===== src/rtl/bcd_cal_pkg.sv =====
// Package: shared field codes and BCD helpers for the calendar counter.
// Assumes all BCD inputs hold valid digits (0-9 per nibble).
package bcd_cal_pkg;

    typedef enum logic [2:0] {
        FLD_SEC   = 3'd0,
        FLD_MIN   = 3'd1,
        FLD_HOUR  = 3'd2,
        FLD_DOW   = 3'd3,
        FLD_DATE  = 3'd4,
        FLD_MONTH = 3'd5,
        FLD_YEAR  = 3'd6,
        FLD_NONE  = 3'd7
    } fld_e;

    // Add one to a two-digit BCD value (no wrap at 99 handled here).
    function automatic logic [7:0] bcd_inc(input logic [7:0] v);
        if (v[3:0] >= 4'd9)
            return {v[7:4] + 4'd1, 4'd0};
        return {v[7:4], v[3:0] + 4'd1};
    endfunction

    // Convert a two-digit BCD value to binary.
    function automatic logic [6:0] bcd_to_bin(input logic [7:0] v);
        logic [6:0] tens;
        tens = {3'b000, v[7:4]};
        return (tens << 3) + (tens << 1) + {3'b000, v[3:0]};
    endfunction

    // A year is a leap year when its two-digit value is a multiple of 4.
    function automatic logic is_leap(input logic [7:0] yr);
        logic [6:0] b;
        b = bcd_to_bin(yr);
        return (b[1:0] == 2'b00);
    endfunction

    // Last day (BCD) of a month given in BCD.
    function automatic logic [7:0] month_last(input logic [7:0] mon, input logic leap);
        case (mon)
            8'h02:                      return leap ? 8'h29 : 8'h28;
            8'h04, 8'h06, 8'h09, 8'h11: return 8'h30;
            default:                    return 8'h31;
        endcase
    endfunction

endpackage


===== src/rtl/bcd_cal_wrap.sv =====
// Module: generic BCD wrap counter used for tenths, seconds, minutes,
// day of week and year. Counts FIRST..LAST in BCD on step_i, and flags
// wrap_o combinationally in the cycle it steps from LAST back to FIRST.
// Assumes WIDTH <= 8 and that FIRST/LAST are valid BCD values.
module bcd_cal_wrap #(
    parameter int         WIDTH = 7,
    parameter logic [7:0] FIRST = 8'h00,
    parameter logic [7:0] LAST  = 8'h59
) (
    input  logic             clk,
    input  logic             rst_n,
    input  logic             load_i,
    input  logic [WIDTH-1:0] load_val_i,
    input  logic             step_i,
    output logic [WIDTH-1:0] val_o,
    output logic             wrap_o
);
    import bcd_cal_pkg::*;

    localparam logic [WIDTH-1:0] RST_VAL = FIRST[WIDTH-1:0];

    logic [WIDTH-1:0] val_q;
    logic [WIDTH-1:0] val_d;
    logic [7:0]       ext;
    logic [7:0]       inc;
    logic             at_last;

    // Widen the stored value to a full BCD byte and compute its successor.
    always_comb begin
        ext              = '0;
        ext[WIDTH-1:0]   = val_q;
        inc              = bcd_inc(ext);
        at_last          = (ext >= LAST);
    end

    // Select load, step-with-wrap, or hold.
    always_comb begin
        val_d = val_q;
        if (load_i)
            val_d = load_val_i;
        else if (step_i)
            val_d = at_last ? RST_VAL : inc[WIDTH-1:0];
    end

    // State register with synchronous active-low reset.
    always_ff @(posedge clk) begin
        if (!rst_n)
            val_q <= RST_VAL;
        else
            val_q <= val_d;
    end

    assign val_o  = val_q;
    assign wrap_o = step_i && !load_i && at_last;

endmodule


===== src/rtl/bcd_cal_hour.sv =====
// Module: hours counter with run-time 12/24-hour format.
// Byte layout: bit 7 = 12-hour format, bit 5 = PM (12-hour only),
// BCD hour in bits 4:0 (12-hour) or bits 5:0 (24-hour).
// wrap_o marks the step into a new day (23->00 or 11 PM->12 AM).
// Assumes software loads a valid hour for the chosen format.
module bcd_cal_hour #(
    parameter int HW = 6
) (
    input  logic       clk,
    input  logic       rst_n,
    input  logic       load_i,
    input  logic [7:0] load_val_i,
    input  logic       step_i,
    output logic [7:0] hour_o,
    output logic       wrap_o
);
    import bcd_cal_pkg::*;

    localparam logic [HW-1:0] H_ZERO   = '0;
    localparam logic [HW-1:0] H_ONE    = HW'(8'h01);
    localparam logic [HW-1:0] H_TWELVE = HW'(8'h12);

    logic          mode12_q, mode12_d;
    logic          pm_q, pm_d;
    logic [HW-1:0] hval_q, hval_d;
    logic [7:0]    ext;
    logic [7:0]    inc;
    logic          day_end;

    // Successor of the current hour digits and the day-boundary condition.
    always_comb begin
        ext            = '0;
        ext[HW-1:0]    = hval_q;
        inc            = bcd_inc(ext);
        day_end        = mode12_q ? (pm_q && ext == 8'h11) : (ext >= 8'h23);
    end

    // Next-state selection for format, PM flag and hour digits.
    always_comb begin
        mode12_d = mode12_q;
        pm_d     = pm_q;
        hval_d   = hval_q;
        if (load_i) begin
            mode12_d = load_val_i[7];
            if (load_val_i[7]) begin
                pm_d   = load_val_i[5];
                hval_d = {1'b0, load_val_i[4:0]};
            end else begin
                pm_d   = 1'b0;
                hval_d = load_val_i[HW-1:0];
            end
        end else if (step_i) begin
            if (mode12_q) begin
                if (ext >= 8'h12) begin
                    hval_d = H_ONE;
                end else if (ext == 8'h11) begin
                    hval_d = H_TWELVE;
                    pm_d   = !pm_q;
                end else begin
                    hval_d = inc[HW-1:0];
                end
            end else begin
                hval_d = day_end ? H_ZERO : inc[HW-1:0];
            end
        end
    end

    // State registers with synchronous active-low reset (24-hour, 00).
    always_ff @(posedge clk) begin
        if (!rst_n) begin
            mode12_q <= 1'b0;
            pm_q     <= 1'b0;
            hval_q   <= H_ZERO;
        end else begin
            mode12_q <= mode12_d;
            pm_q     <= pm_d;
            hval_q   <= hval_d;
        end
    end

    // Pack the visible hours byte.
    always_comb begin
        hour_o = '0;
        hour_o[7] = mode12_q;
        if (mode12_q) begin
            hour_o[5]   = pm_q;
            hour_o[4:0] = hval_q[4:0];
        end else begin
            hour_o[HW-1:0] = hval_q;
        end
    end

    assign wrap_o = step_i && !load_i && day_end;

endmodule


===== src/rtl/bcd_cal_day.sv =====
// Module: day-of-month and month counters with month-length and
// leap-year handling. wrap_o marks the step from the last day of
// December into a new year. A date at or above the month's last day
// rolls over on the next step. Assumes leap_i comes from the year field.
module bcd_cal_day #(
    parameter int DW = 6,
    parameter int MW = 5
) (
    input  logic          clk,
    input  logic          rst_n,
    input  logic          leap_i,
    input  logic          date_ld_i,
    input  logic          month_ld_i,
    input  logic [7:0]    ld_val_i,
    input  logic          step_i,
    output logic [DW-1:0] date_o,
    output logic [MW-1:0] month_o,
    output logic          wrap_o
);
    import bcd_cal_pkg::*;

    localparam logic [DW-1:0] D_ONE = DW'(8'h01);
    localparam logic [MW-1:0] M_ONE = MW'(8'h01);

    logic [DW-1:0] date_q, date_d;
    logic [MW-1:0] month_q, month_d;
    logic [7:0]    date_ext, month_ext;
    logic [7:0]    last_day;
    logic [7:0]    date_inc, month_inc;
    logic          month_end, year_end;

    // Month length, successors and boundary conditions.
    always_comb begin
        date_ext            = '0;
        date_ext[DW-1:0]    = date_q;
        month_ext           = '0;
        month_ext[MW-1:0]   = month_q;
        last_day            = month_last(month_ext, leap_i);
        date_inc            = bcd_inc(date_ext);
        month_inc           = bcd_inc(month_ext);
        month_end           = (date_ext >= last_day);
        year_end            = month_end && (month_ext >= 8'h12);
    end

    // Next-state selection: loads take priority over stepping.
    always_comb begin
        date_d  = date_q;
        month_d = month_q;
        if (date_ld_i || month_ld_i) begin
            if (date_ld_i)
                date_d = ld_val_i[DW-1:0];
            if (month_ld_i)
                month_d = ld_val_i[MW-1:0];
        end else if (step_i) begin
            if (month_end) begin
                date_d  = D_ONE;
                month_d = year_end ? M_ONE : month_inc[MW-1:0];
            end else begin
                date_d  = date_inc[DW-1:0];
            end
        end
    end

    // State registers with synchronous active-low reset (01 January).
    always_ff @(posedge clk) begin
        if (!rst_n) begin
            date_q  <= D_ONE;
            month_q <= M_ONE;
        end else begin
            date_q  <= date_d;
            month_q <= month_d;
        end
    end

    assign date_o  = date_q;
    assign month_o = month_q;
    assign wrap_o  = step_i && !date_ld_i && !month_ld_i && year_end;

endmodule


===== src/rtl/bcd_cal_clock.sv =====
// Module: top of the BCD calendar clock. Chains tenths -> seconds ->
// minutes -> hours -> date/day-of-week -> month -> year on a one-cycle
// 10 Hz tick. Reset stands for a total power loss: counting stays
// blocked until any field write. Every write zeroes the tenths digit
// and suppresses the tick in that cycle. Assumes tick_i is a one-cycle
// pulse synchronous to clk.
module bcd_cal_clock #(
    parameter int SEC_W   = 7,
    parameter int HOUR_HW = 6,
    parameter int DATE_W  = 6,
    parameter int MONTH_W = 5,
    parameter int DOW_W   = 3,
    parameter int TEN_W   = 4
) (
    input  logic               clk,
    input  logic               rst_n,
    input  logic               tick_i,
    input  logic               wr_en_i,
    input  logic [2:0]         wr_sel_i,
    input  logic [7:0]         wr_data_i,
    output logic [TEN_W-1:0]   tenths_o,
    output logic [SEC_W-1:0]   sec_o,
    output logic [SEC_W-1:0]   min_o,
    output logic [7:0]         hour_o,
    output logic [DOW_W-1:0]   dow_o,
    output logic [DATE_W-1:0]  date_o,
    output logic [MONTH_W-1:0] month_o,
    output logic [7:0]         year_o,
    output logic               halted_o
);
    import bcd_cal_pkg::*;

    localparam int NFLD = 8;

    logic            halted_q;
    logic            run;
    logic [NFLD-1:0] ld;
    logic            c_ten, c_sec, c_min, c_hour, c_day, c_year, c_dow;
    logic            leap;

    // One-hot field load strobes decoded from the select.
    genvar g;
    generate
        for (g = 0; g < NFLD; g++) begin : g_sel
            assign ld[g] = wr_en_i && (wr_sel_i == 3'(g));
        end
    endgenerate

    // Halt flag: set by power-loss reset, cleared by any write.
    always_ff @(posedge clk) begin
        if (!rst_n)
            halted_q <= 1'b1;
        else if (wr_en_i)
            halted_q <= 1'b0;
    end

    assign run      = tick_i && !halted_q && !wr_en_i;
    assign halted_o = halted_q;
    assign leap     = is_leap(year_o);

    bcd_cal_wrap #(.WIDTH(TEN_W), .FIRST(8'h00), .LAST(8'h09)) u_tenths (
        .clk(clk), .rst_n(rst_n), .load_i(wr_en_i), .load_val_i('0),
        .step_i(run), .val_o(tenths_o), .wrap_o(c_ten));

    bcd_cal_wrap #(.WIDTH(SEC_W), .FIRST(8'h00), .LAST(8'h59)) u_sec (
        .clk(clk), .rst_n(rst_n), .load_i(ld[FLD_SEC]),
        .load_val_i(wr_data_i[SEC_W-1:0]),
        .step_i(c_ten), .val_o(sec_o), .wrap_o(c_sec));

    bcd_cal_wrap #(.WIDTH(SEC_W), .FIRST(8'h00), .LAST(8'h59)) u_min (
        .clk(clk), .rst_n(rst_n), .load_i(ld[FLD_MIN]),
        .load_val_i(wr_data_i[SEC_W-1:0]),
        .step_i(c_sec), .val_o(min_o), .wrap_o(c_min));

    bcd_cal_hour #(.HW(HOUR_HW)) u_hour (
        .clk(clk), .rst_n(rst_n), .load_i(ld[FLD_HOUR]),
        .load_val_i(wr_data_i), .step_i(c_min),
        .hour_o(hour_o), .wrap_o(c_hour));

    bcd_cal_wrap #(.WIDTH(DOW_W), .FIRST(8'h00), .LAST(8'h06)) u_dow (
        .clk(clk), .rst_n(rst_n), .load_i(ld[FLD_DOW]),
        .load_val_i(wr_data_i[DOW_W-1:0]),
        .step_i(c_hour), .val_o(dow_o), .wrap_o(c_dow));

    bcd_cal_day #(.DW(DATE_W), .MW(MONTH_W)) u_day (
        .clk(clk), .rst_n(rst_n), .leap_i(leap),
        .date_ld_i(ld[FLD_DATE]), .month_ld_i(ld[FLD_MONTH]),
        .ld_val_i(wr_data_i), .step_i(c_hour),
        .date_o(date_o), .month_o(month_o), .wrap_o(c_day));

    bcd_cal_wrap #(.WIDTH(8), .FIRST(8'h00), .LAST(8'h99)) u_year (
        .clk(clk), .rst_n(rst_n), .load_i(ld[FLD_YEAR]),
        .load_val_i(wr_data_i),
        .step_i(c_day), .val_o(year_o), .wrap_o(c_year));

endmodule


===== config.mk =====
export PLATFORM = sky130hd
export DESIGN_NAME = bcd_cal_clock
export DESIGN_NICKNAME = d
export VERILOG_FILES = /design/src/rtl/bcd_cal_pkg.sv /design/src/rtl/bcd_cal_wrap.sv /design/src/rtl/bcd_cal_hour.sv /design/src/rtl/bcd_cal_day.sv /design/src/rtl/bcd_cal_clock.sv
export SDC_FILE = /design/constraint.sdc
export NUM_CORES = 1
export LEC_CHECK = 0
export CORE_MARGIN = 8
export CORE_UTILIZATION = 48
export CTS_CLUSTER_DIAMETER = 60
export CTS_CLUSTER_SIZE = 30
export DETAILED_ROUTE_END_ITERATION = 8
export HOLD_SLACK_MARGIN = 0.05
export PLACE_DENSITY = 0.82
export SETUP_SLACK_MARGIN = 0.05
export SYNTH_ARGS = -nofsm -noshare
export SYNTH_HDL_FRONTEND = slang
export SYNTH_SLANG_ARGS = --single-unit

===== constraint.sdc =====
create_clock -name clk -period 3.1 [get_ports clk]
set_clock_uncertainty 0.15 [all_clocks]
set_input_delay 0.93 -clock clk [delete_from_list [all_inputs] [get_ports clk]]
set_output_delay 0.93 -clock clk [all_outputs]
set_load 0.02 [all_outputs]

==> results.txt, run 1 <==
The flow ran to the end, and the final reports show no timing, DRC or antenna violations. In this run the remaining antenna-violating nets after routing total 0. The worst setup path is launched from a flip-flop.

The routed wire length is 11910 µm. The number of buffer and inverter stages on the critical path came out at 2. Walking the worst path, the cells encountered are inv_2 -> buf_6 -> ha_4 -> o21ai_2 -> nor2_1 -> a31oi_1 -> o21ai_1 -> a31oi_1 -> ha_1 -> nor4b_4 -> o22a_2 -> nor4_2 -> a21oi_4 -> nor2_1 -> o221a_1. After synthesis, the most frequently instantiated cells are 49 x sky130_fd_sc_hd__dfxtp_1, 40 x sky130_fd_sc_hd__nor2_1, 38 x sky130_fd_sc_hd__nand2_1. The total negative slack came out at 0 ns. At the worst endpoint, the required time is 3.16 ns. The highest attainable clock frequency came out at 0.3318 GHz. The worst ir drop on vdd is 0.1776 mV. Pin placement for this block handled 64 I/O pins. The routed wirelength normalized by instance count is 18.29 µm. The max-capacitance violation count came out at 0. In this run, distinct cell masters in the synthesized netlist total 78. The initialized floorplan defines 31 standard-cell rows. The HPWL after detailed placement is 8392 µm. The clock drives 49 sinks. The DRC violation count after routing is 0. The number of global-route vias before repair is 3963. On the critical path, the stage with the largest delay is an instance of sky130_fd_sc_hd__dfxtp_2. The sequential area share after synthesis came out at 27.08%.

The share of cells above drive strength 1 came out at 18.84%. The initial antenna violation count came to 0. The data arrival time of the worst path came out at 3.07 ns. Buffers inserted during clock tree synthesis total 5.

The synthesized area came out at 3622 µm². The global-route wire length before repair is 18490 µm. Entering global routing, the biggest net connects 26 pins.

The initial utilization of the core area, before any placement, comes to 49.67%. The worst-case headroom to the max-slew limit is 52.44%. 0 antenna diodes ended up in the layout.

The wire length the detailed router placed on met1 came out at 4712 µm. The area growth from synthesis to final layout came out at 37.03%. The instance area at placement came out at 4637 µm². The standby leakage power is 1.914 nW. The largest stage delay on the critical path came out at 0.34 ns. In the synthesized netlist the async set-or-reset flop fraction comes to 0%. Yosys instantiated no cell more often than sky130_fd_sc_hd__dfxtp_1. The residual overflow from global routing came out at 0.

The die area is 10580 µm². After synthesis, the cell types taking the most area are sky130_fd_sc_hd__dfxtp_1 27%, sky130_fd_sc_hd__ha_1 13%, sky130_fd_sc_hd__nor2_1 4.1%. Setup repair after global routing could not meet its margin everywhere.

The TritonCTS clock tree is yes. The highest routing layer actually used is met4. Summed over its instances, the top area cell type makes up 27.08% of the synthesized netlist area.

The total power consumption of the routed design came out at 1.412 mW. The final-report hold violation count came out at 0. During placement, the flow inserted port buffers numbering 62. The clock network burns 34.9% of the power. After the last flow step, the layout net total stands at 603.

In this run the power density over the cells is 284.6 nW/µm². After layout, the worst path uses 97.23% of the clock period. The final number of max-transition violations is 0. The clock-pin transition on the worst setup and hold timing paths is 0.09 ns.

The post-route cell area is 4964 µm². Per report_power, the combinational group accounts for 17.8% of the total. The type of the tightest min-delay check is reg -> reg. sky130_fd_sc_hd__dfxtp_1 takes more of the synthesized area than any other cell.

The worst hold slack came out at 0.3753 ns. The cell count after synthesis came out at 446. The detail-routed via count per cell came out at 6.243. By startpoint and endpoint, the worst setup path is classified as reg -> reg. The critical-path maximum fanout came out at 7.

The category of cells accounting for the largest share of critical-path delay is compound AO/OA/AOI/OAI gates. The total met2 wirelength after detailed routing is 5818 µm. The switching power of the nets is 392.4 µW. The combined global-route utilization of all metal layers came out at 21.78%. The internal portion of the total power is 1.020 mW. The count of vias placed by the detailed router came out at 4064. Synthesis inferred 49 register bits. The net switching share of the total power came out at 27.78%. The tree is rooted in a sky130_fd_sc_hd__clkbuf_8.

The x dimension of the die came out at 102.9 µm. The post-synthesis average cell area is 8.122 µm². Of the total power, registers draw 47.2%. The worst path needs 3.014 ns of the cycle, external delays included. The die span in y is 102.9 µm. For this run, the number of Yosys warnings is 0. The number of nets in the synthesized netlist is 498. In the synthesized netlist the dominant register cell turns out to be sky130_fd_sc_hd__dfxtp_1. The first-pass iteration count of the detailed router is 5.

The floorplan core area is 7292 µm². The type of element capturing the critical path is a flip-flop. The violation count after the first detailed-route iteration is 383. The deepest clock path buffer count came out at 2. The number of enable-type register cells in the synthesized netlist came out at 0. In the detailed route, the total length drawn on met3 is 1055 µm. Setup violations remaining at the end of the flow were counted as 0. The latest clock arrival within the worst-skew pair came out at 0.31 ns. The placer congestion estimate is 0.9137.

The H-tree level count is 2. For the pin with the worst max-slew slack, the measured transition is 0.7044 ns.
worst min-delay path: stages, from the launching register on:
cell and delay [ns]:
sky130_fd_sc_hd__dfxtp_1 0.32, sky130_fd_sc_hd__inv_1 0.09, sky130_fd_sc_hd__o31ai_1 0.08
layer usage:
layer / GRT usage (%) / vias to the layer above
li1: - / 1864
met1: 24.67 / 1960
met2: 38.16 / 200
met3: 4.456 / 40
met4: 10.46 / 0
met5: 0 / -
per-stage QoR:
step	setup slack, ns	util (%)	instances
floorplan	0.1135	-	446
global placement	-0.01911	63.59	636
detailed placement	-0.1544	63.59	636
CTS	0.02733	66.18	648
global route	-0.02518	68.07	651
finish	0.08586	68.07	651
power by group through the flow:
stage / combinational, mW / sequential, mW / clock, mW
global route: 0.267 / 0.670 / 0.516
global placement: 0.223 / 0.679 / 0
detailed placement: 0.230 / 0.681 / 0
CTS: 0.237 / 0.666 / 0.491
floorplan: 0.100 / 0.694 / 0
finish: 0.252 / 0.667 / 0.493
timing repair:
item / 4_1_cts / 5_1_grt
resized for setup: 14 / 23
pin swaps: 16 / 23
setup buffers: 5 / 3
endpoints found under the setup margin: 11 / 19
hold buffers: 0 / 0
area by class of cell:
class,instances,area (µm²)
sequential,49,985.9
fill,603,2328
tap,99,123.9
timing repair buffer,120,1067
multi-input combinational,344,2554
inverter,31,116.4
clock buffer,7,86.33
clock inverter,1,30.03
layout by cell type (no fill, tap or decap), types with 5 or more instances in the layout:
master,synthesis,final
sky130_fd_sc_hd__o31ai_1,5,5
sky130_fd_sc_hd__dfxtp_1,49,47
sky130_fd_sc_hd__clkdlybuf4s50_1,0,62
sky130_fd_sc_hd__ha_1,37,35
sky130_fd_sc_hd__and2_1,6,5
sky130_fd_sc_hd__a21oi_1,26,26
sky130_fd_sc_hd__inv_1,30,28
sky130_fd_sc_hd__nand3_1,11,11
sky130_fd_sc_hd__nor3_1,14,12
sky130_fd_sc_hd__a31oi_1,14,13
sky130_fd_sc_hd__o21a_1,6,6
sky130_fd_sc_hd__nand2_1,38,38
sky130_fd_sc_hd__a22oi_1,5,5
sky130_fd_sc_hd__o21ai_0,30,25
sky130_fd_sc_hd__buf_4,8,55
sky130_fd_sc_hd__a211oi_1,9,6
sky130_fd_sc_hd__clkbuf_8,0,6
sky130_fd_sc_hd__nor2_1,40,38
logic make-up after synthesis:
family / share of synthesized area, %
compound gates: 28.84
xor+xnor: 1.934
fa+ha+maj: 12.78
buf+inv: 6.805
flops: 27.08
mux: 0.2763
other cells: 0.1035
simple gates: 22.18
sequential cells by signal (all words and copies together), names as in the netlist:
name and cells:
u_year.val_o 8, halted_o 1, u_day.month_o 5, u_hour.hval_q 6
u_hour.mode12_q 1, u_hour.pm_q 1, u_sec.val_o 7, u_tenths.val_o 4
u_dow.val_o 3, u_min.val_o 7, u_day.date_o 6
final timing paths:
path | from | endpoint | slack, ns | depth (start not counted)
max | u_day.month_o[0]$_SDFFE_PN1P_ | u_day.month_o[4]$_SDFFE_PN0P_ | 0.09 | 15
min | u_min.val_o[6]$_SDFFE_PN0P_ | u_min.val_o[6]$_SDFFE_PN0P_ | 0.38 | 2
max reg2reg | u_day.month_o[0]$_SDFFE_PN1P_ | u_day.month_o[4]$_SDFFE_PN0P_ | 0.09 | 15
min reg2reg | u_min.val_o[6]$_SDFFE_PN0P_ | u_min.val_o[6]$_SDFFE_PN0P_ | 0.38 | 2
Power figures use the tool's default switching activity.
==> run 2: changes to the inputs <==
CORE_UTILIZATION = 40   (was 48)
PLACE_DENSITY = 0.71   (was 0.82)
==> results.txt, run 2 (synthesis gave the netlist of run 1 again) <==
The flow ran to the end, and the final reports show no timing, DRC or antenna violations. The clock period minus final worst setup slack is 2.940 ns. In this run the remaining antenna-violating nets after routing total 0. The initial antenna violation count came out at 0. The number of nets at the end of the flow is 597.

The number of global-route vias before repair was 3612. The detail-routed via count per cell is 5.841. The clock sink total came out at 49. The max-capacitance violation count came out at 0.

The number of buffers added by the clock tree synthesis step came out at 5. The total power consumption of the routed design is 1.292 mW. The clock-pin transition on the worst setup and hold timing paths came out at 0.08 ns. The diode insertion count for antenna repair is 0. The number of rows created at floorplan came out at 34. The number of cells traversed by the worst register-to-register path is 13. No sink is reached through more buffers than the 2 on the longest clock path.

The final number of max-transition violations is 0. The data required time of the critical path is 3.15 ns. The switching power of the nets came out at 361.4 µW.

In this design, the stage delay of the slowest critical-path cell is 0.39 ns. Relative to the synthesized area, the layout overhead comes to 33.20%. The placer congestion estimate is 0.9262. Of the cells placed in the final design, the portion with a size suffix greater than 1 is 16.88%.

The half-perimeter wire length after detailed placement is 8021 µm. 64 I/O pins were placed. The critical hold path startpoint is u_dow.val_o[0]$_SDFFE_PN0P_. The starting utilization of the core area is 41.33%. The DRC violation count after routing is 0. The routed wire length is 10600 µm. In this run the power density over the cells is 267.8 nW/µm².

The die span in y is 111.2 µm. For the worst setup path, the data arrival time is 2.99 ns. The detailed router placed 3814 vias in this run. The floorplan core area came out at 8763 µm². In the layout the commonest cells are 62 x sky130_fd_sc_hd__clkdlybuf4s50_1, 52 x sky130_fd_sc_hd__buf_4, 47 x sky130_fd_sc_hd__dfxtp_1. The part of the cycle the worst path needs came out at 94.84%. The worst hold path terminates at u_dow.val_o[0]$_SDFFE_PN0P_.

The flip-flop count of the largest register, all copies and words added is 8. STA classifies the critical path startpoint as a flip-flop. The highest attainable clock frequency is 0.3401 GHz.

The first-pass iteration count of the detailed router came out at 5. The x dimension of the die is 111.2 µm. The number of I/O port buffers is 62. The H-tree level count came out at 2. The die area is 12360 µm².

The cell repeated most along the worst path is sky130_fd_sc_hd__a31oi_1. The net switching share of the total power is 27.97%. The power share of the sequential group came out at 51.6%. Traced cell by cell, the critical path runs through inv_2 -> buf_4 -> ha_2 -> a31oi_1 -> o21ai_1 -> a31oi_1 -> ha_1 -> nor4b_2 -> o22a_2 -> nor4_4 -> a21oi_4 -> nor2_1 -> o221a_1. For the pin with the worst max-slew slack, the measured transition is 0.6659 ns.

The number of buffer and inverter stages on the critical path is 2. The worst ir drop on vdd is 0.2224 mV. The clock network power share is 30.0%. The global-route wire length before repair is 17050 µm. The critical-path maximum fanout came out at 8. Setup violations remaining at the end of the flow were counted as 0. The latest clock arrival within the worst-skew pair came out at 0.30 ns.

The standby leakage power came out at 1.855 nW. The worst-case headroom to the max-slew limit came out at 55.14%. The path class of the tightest hold or removal check is reg -> reg. The post-route cell area is 4825 µm². The violation count after the first detailed-route iteration came out at 255. The terminus of the critical flop-to-flop path is u_day.month_o[4]$_SDFFE_PN0P_. The clock tree root driver cell is sky130_fd_sc_hd__clkbuf_8.

The worst setup path is of the reg -> reg kind. The most common library cell in the layout ignoring fill and taps is sky130_fd_sc_hd__clkdlybuf4s50_1. The maximum number of pins on one net before global-route repair came out at 26. TritonCTS built the clock tree.

Dividing the detail-routed wire length by the instance count gives 16.23 µm. The part of the power in combinational logic is 18.5%. The cell family contributing the most delay on the critical path is compound AO/OA/AOI/OAI gates. The worst setup path is captured at a flip-flop. Setup repair after global routing could not meet its margin everywhere.

The instance area at placement came out at 4626 µm². The worst setup slack for register-to-register paths came out at 0.16 ns. The worst reg2reg path startpoint is u_day.month_o[1]$_SDFFE_PN0P_. The internal power consumption is 930.7 µW. The cell depth of the worst hold path came out at 2.

The combined global-route utilization of all metal layers is 15.92%. The residual overflow from global routing is 0. The slowest stage of the critical path belongs to the cell sky130_fd_sc_hd__dfxtp_4. The final-report hold violation count is 0.
[run 2: layer usage]
metal / share of wire [%] / vias up / GRT usage (%)
met5: 0 / - / 0
met4: 1.3 / 0 / 4.356
met3: 6.1 / 15 / 3.842
met2: 48 / 114 / 27.42
met1: 45 / 1835 / 19.11
li1: - / 1850 / -
[run 2: worst max-delay path by stage]
stage | from | to | slack (ns) | cells past startpoint
global route | u_day.month_o[1]$_SDFFE_PN0P_ | u_day.month_o[4]$_SDFFE_PN0P_ | 0.001 | 15
global placement | wr_en_i | u_day.date_o[4]$_SDFFE_PN0P_ | -0.01 | 7
finish | u_day.month_o[1]$_SDFFE_PN0P_ | u_day.month_o[4]$_SDFFE_PN0P_ | 0.16 | 13
detailed placement | wr_en_i | u_dow.val_o[0]$_SDFFE_PN0P_ | -0.09 | 8
CTS | u_day.month_o[0]$_SDFFE_PN1P_ | u_day.month_o[4]$_SDFFE_PN0P_ | 0.04 | 15
floorplan | u_day.month_o[0]$_SDFFE_PN1P_ | u_year.val_o[2]$_SDFFE_PN0P_ | 0.11 | 15
[run 2: power by group through the flow]
stage / logic, mW / clock network [mW] / registers [mW]
finish: 0.238 / 0.387 / 0.666
global route: 0.257 / 0.420 / 0.669
CTS: 0.234 / 0.398 / 0.666
detailed placement: 0.229 / 0 / 0.680
global placement: 0.225 / 0 / 0.680
floorplan: 0.100 / 0 / 0.694
[run 2: metrics by stage]
stage,setup slack (ns),TNS [ns],instances,util (%),hold WS [ns]
floorplan,0.1135,0,446,-,0.3444
global placement,-0.01345,-0.03786,642,52.78,0.3442
detailed placement,-0.08761,-0.4532,642,52.78,0.3700
CTS,0.04446,0,653,54.11,0.3807
global route,0.001035,0,653,55.05,0.4008
finish,0.1600,0,653,55.05,0.3756
[run 2: timing repair]
item / CTS / global route
resized for setup: 0 / 21
endpoints found under the hold margin: 0 / 0
endpoints found under the setup margin: 5 / 19
pin swaps: 3 / 20
hold buffers: 0 / 0
buffers inserted: 4 / 1
[run 2: final cells by class]
type / instances / area [µm²]
Fill cell: 809 / 3939
Multi-Input combinational cell: 344 / 2490
Timing Repair Buffer: 114 / 1011
Sequential cell: 49 / 985.9
Tap cell: 108 / 135.1
Inverter: 31 / 116.4
Clock buffer: 7 / 86.33
[run 2: tightest hold or removal path, cell delays in order, from the launching register on]
cell	delay, ns
sky130_fd_sc_hd__dfxtp_1	0.34
sky130_fd_sc_hd__nand2_1	0.06
sky130_fd_sc_hd__a31oi_1	0.08
==> run 3: changes to the inputs <==
REMOVE_ABC_BUFFERS = 1   (was default)
==> results.txt, run 3 (synthesis gave the netlist of run 1 again) <==
The run finished with clean final reports. The share of cells above drive strength 1 is 17.34%. The pre-CTS worst setup slack came out at -0.1025 ns.

The worst hold path belongs to the class reg -> reg. The number of rows created at floorplan is 34. The worst ir drop on vdd is 0.1620 mV. The global-route track usage on met3 is 3.734%. Summed over all nets, the half-perimeter wirelength after detailed placement is 8353 µm.

Setup violations remaining at the end of the flow were counted as 0. The starting utilization of the core area is 41.33%. The total power consumption of the routed design came out at 1.310 mW.

Clock tree synthesis selected as its root buffer the cell sky130_fd_sc_hd__clkbuf_8. The worst setup path is launched from a flip-flop. The setup slack of the critical path after layout came out at 0.1042 ns.

The number of nets at the end of the flow came out at 600. Summed over all layers, the global routing overflow is 0. TritonCTS built the clock tree. The combined global-route utilization of all metal layers is 17.18%. The count of boundary I/O pins is 64. The violation count after the first detailed-route iteration is 164. The data arrival time of the worst path came out at 3.05 ns. The flip-flop count of the largest register, all copies and words added came out at 8. Buffers inserted during clock tree synthesis total 5. The clock drives 49 sinks.

Measured along the y axis, the die boundary spans 111.2 µm. STA classifies the critical path endpoint as a flip-flop. The met1 routing resource usage after global routing came out at 21.97%. The highest attainable clock frequency came out at 0.3338 GHz.

The global-route wire length before repair came out at 18150 µm. The data required time of the critical path is 3.15 ns. After routing the design area is 4877 µm². The final-report hold violation count came out at 0. The floorplan core area is 8763 µm². The die area came out at 12360 µm². The worst-case headroom to the max-slew limit came out at 52.89%. The power per cell area is 268.7 nW/µm².

The H-tree level count came out at 2. The congestion estimate from routability-driven global placement came to 0.8968. The final number of max-transition violations came to 0. Relative to the synthesized area, the layout overhead comes to 34.65%. The worst setup path is of the reg -> reg kind. The clock period minus final worst setup slack is 2.996 ns. The x dimension of the die came out at 111.2 µm. The first-pass iteration count of the detailed router is 5. At the later pin of the worst-skew pair, clock insertion delay measures 0.30 ns. The number of I/O port buffers came out at 62.

After detailed routing, the number of remaining DRC violations is 0. Max-cap violations in this run came to 0. Setup repair after global routing could not meet its margin everywhere. Once placement finished, the instance area stood at 4638 µm². Of all nets on the critical path, the largest fanout is 6.

The number of routed nets with antenna violations came out at 0. The number of hold-repair buffers added at the cts stage is 0. The standby leakage power is 1.879 nW. The final critical path takes up 96.64% of the cycle. No sink is reached through more buffers than the 2 on the longest clock path. The detail-routed via count per cell came out at 5.846. The measured slew at the worst slew-check pin is 0.7004 ns. The number of global-route vias before repair is 3650. The clock-pin transition on the worst setup and hold timing paths came out at 0.09 ns. The initial antenna violation count was 0. In the layout the commonest cells are 62 x sky130_fd_sc_hd__clkdlybuf4s50_1, 52 x sky130_fd_sc_hd__buf_4, 47 x sky130_fd_sc_hd__dfxtp_1. In this run the most used layer during global routing was met2. The final layout contains routed wiring with a total length of 11200 µm. The routed wirelength normalized by instance count is 17.08 µm. The diode insertion count for antenna repair came out at 0.

The most common library cell in the layout ignoring fill and taps is sky130_fd_sc_hd__clkdlybuf4s50_1. The maximum number of pins on one net before global-route repair came out at 26. The count of vias placed by the detailed router came out at 3835. The global routing usage on met2 came out at 27.85%.
==> run 3: what timing repair did <==
action                     4_1_cts  5_1_grt
setup buffers                    1        3
setup endpoints to repair       14       19
gates resized for setup          4       28
hold endpoints to repair         0        0
pin swaps                        2       20
==> run 3: where the power goes <==
group | switching [mW] | internal (mW)
Combinational | 0.134 | 0.113
Sequential | 0.0227 | 0.644
Clock | 0.218 | 0.178
==> run 3: worst max-delay path: stages, from the launching register on <==
cell and delay [ns]:
sky130_fd_sc_hd__dfxtp_2 0.33, sky130_fd_sc_hd__buf_4 0.12, sky130_fd_sc_hd__buf_4 0.15, sky130_fd_sc_hd__ha_2 0.19
sky130_fd_sc_hd__a31oi_1 0.14, sky130_fd_sc_hd__o21ai_1 0.09, sky130_fd_sc_hd__a31oi_1 0.15, sky130_fd_sc_hd__ha_1 0.28
sky130_fd_sc_hd__nor4b_4 0.31, sky130_fd_sc_hd__o22a_2 0.30, sky130_fd_sc_hd__nor4_4 0.06, sky130_fd_sc_hd__a21oi_4 0.28
sky130_fd_sc_hd__nor2_1 0.09, sky130_fd_sc_hd__o221a_1 0.26
==> run 3: path summary, 6_finish.rpt <==
kind | slack (ns) | endpoint | start | depth (start not counted)
worst max register to register | 0.10 | u_day.month_o[4]$_SDFFE_PN0P_ | u_day.month_o[0]$_SDFFE_PN1P_ | 13
worst max-delay path | 0.10 | u_day.month_o[4]$_SDFFE_PN0P_ | u_day.month_o[0]$_SDFFE_PN1P_ | 13
worst min register to register | 0.38 | halted_o$_SDFFE_PN1P_ | halted_o$_SDFFE_PN1P_ | 2
worst min-delay path | 0.38 | halted_o$_SDFFE_PN1P_ | halted_o$_SDFFE_PN1P_ | 2
==> run 3: layout make-up <==
| cell class | count | area, µm² |
|---|---|---|
| multi-input cells | 344 | 2511 |
| inverters | 31 | 116.4 |
| well taps | 108 | 135.1 |
| clock buffers | 7 | 86.33 |
| flip-flops and latches | 49 | 983.4 |
| fillers | 804 | 3886 |
| repair buffers | 117 | 1045 |
==> run 3: metal layers <==
metal | up-vias | share of wire (%) | wire length, µm
met4 | 0 | 1.9 | 217
met1 | 1809 | 45 | 4999
met2 | 147 | 46 | 5199
met3 | 24 | 7.0 | 786
li1 | 1855 | - | -
met5 | - | 0 | 0
==> run 3: metrics by stage <==
stage / util, % / std cells / hold slack [ns] / TNS (ns)
after CTS: 54.18 / 654 / 0.3868 / 0
final: 55.65 / 656 / 0.3821 / 0
after floorplan: - / 424 / 0.4036 / -0.4333
after global placement: 52.93 / 646 / 0.3583 / -0.08627
after detailed placement: 52.93 / 646 / 0.3692 / -0.8641
after global routing: 55.65 / 656 / 0.4095 / -0.5988
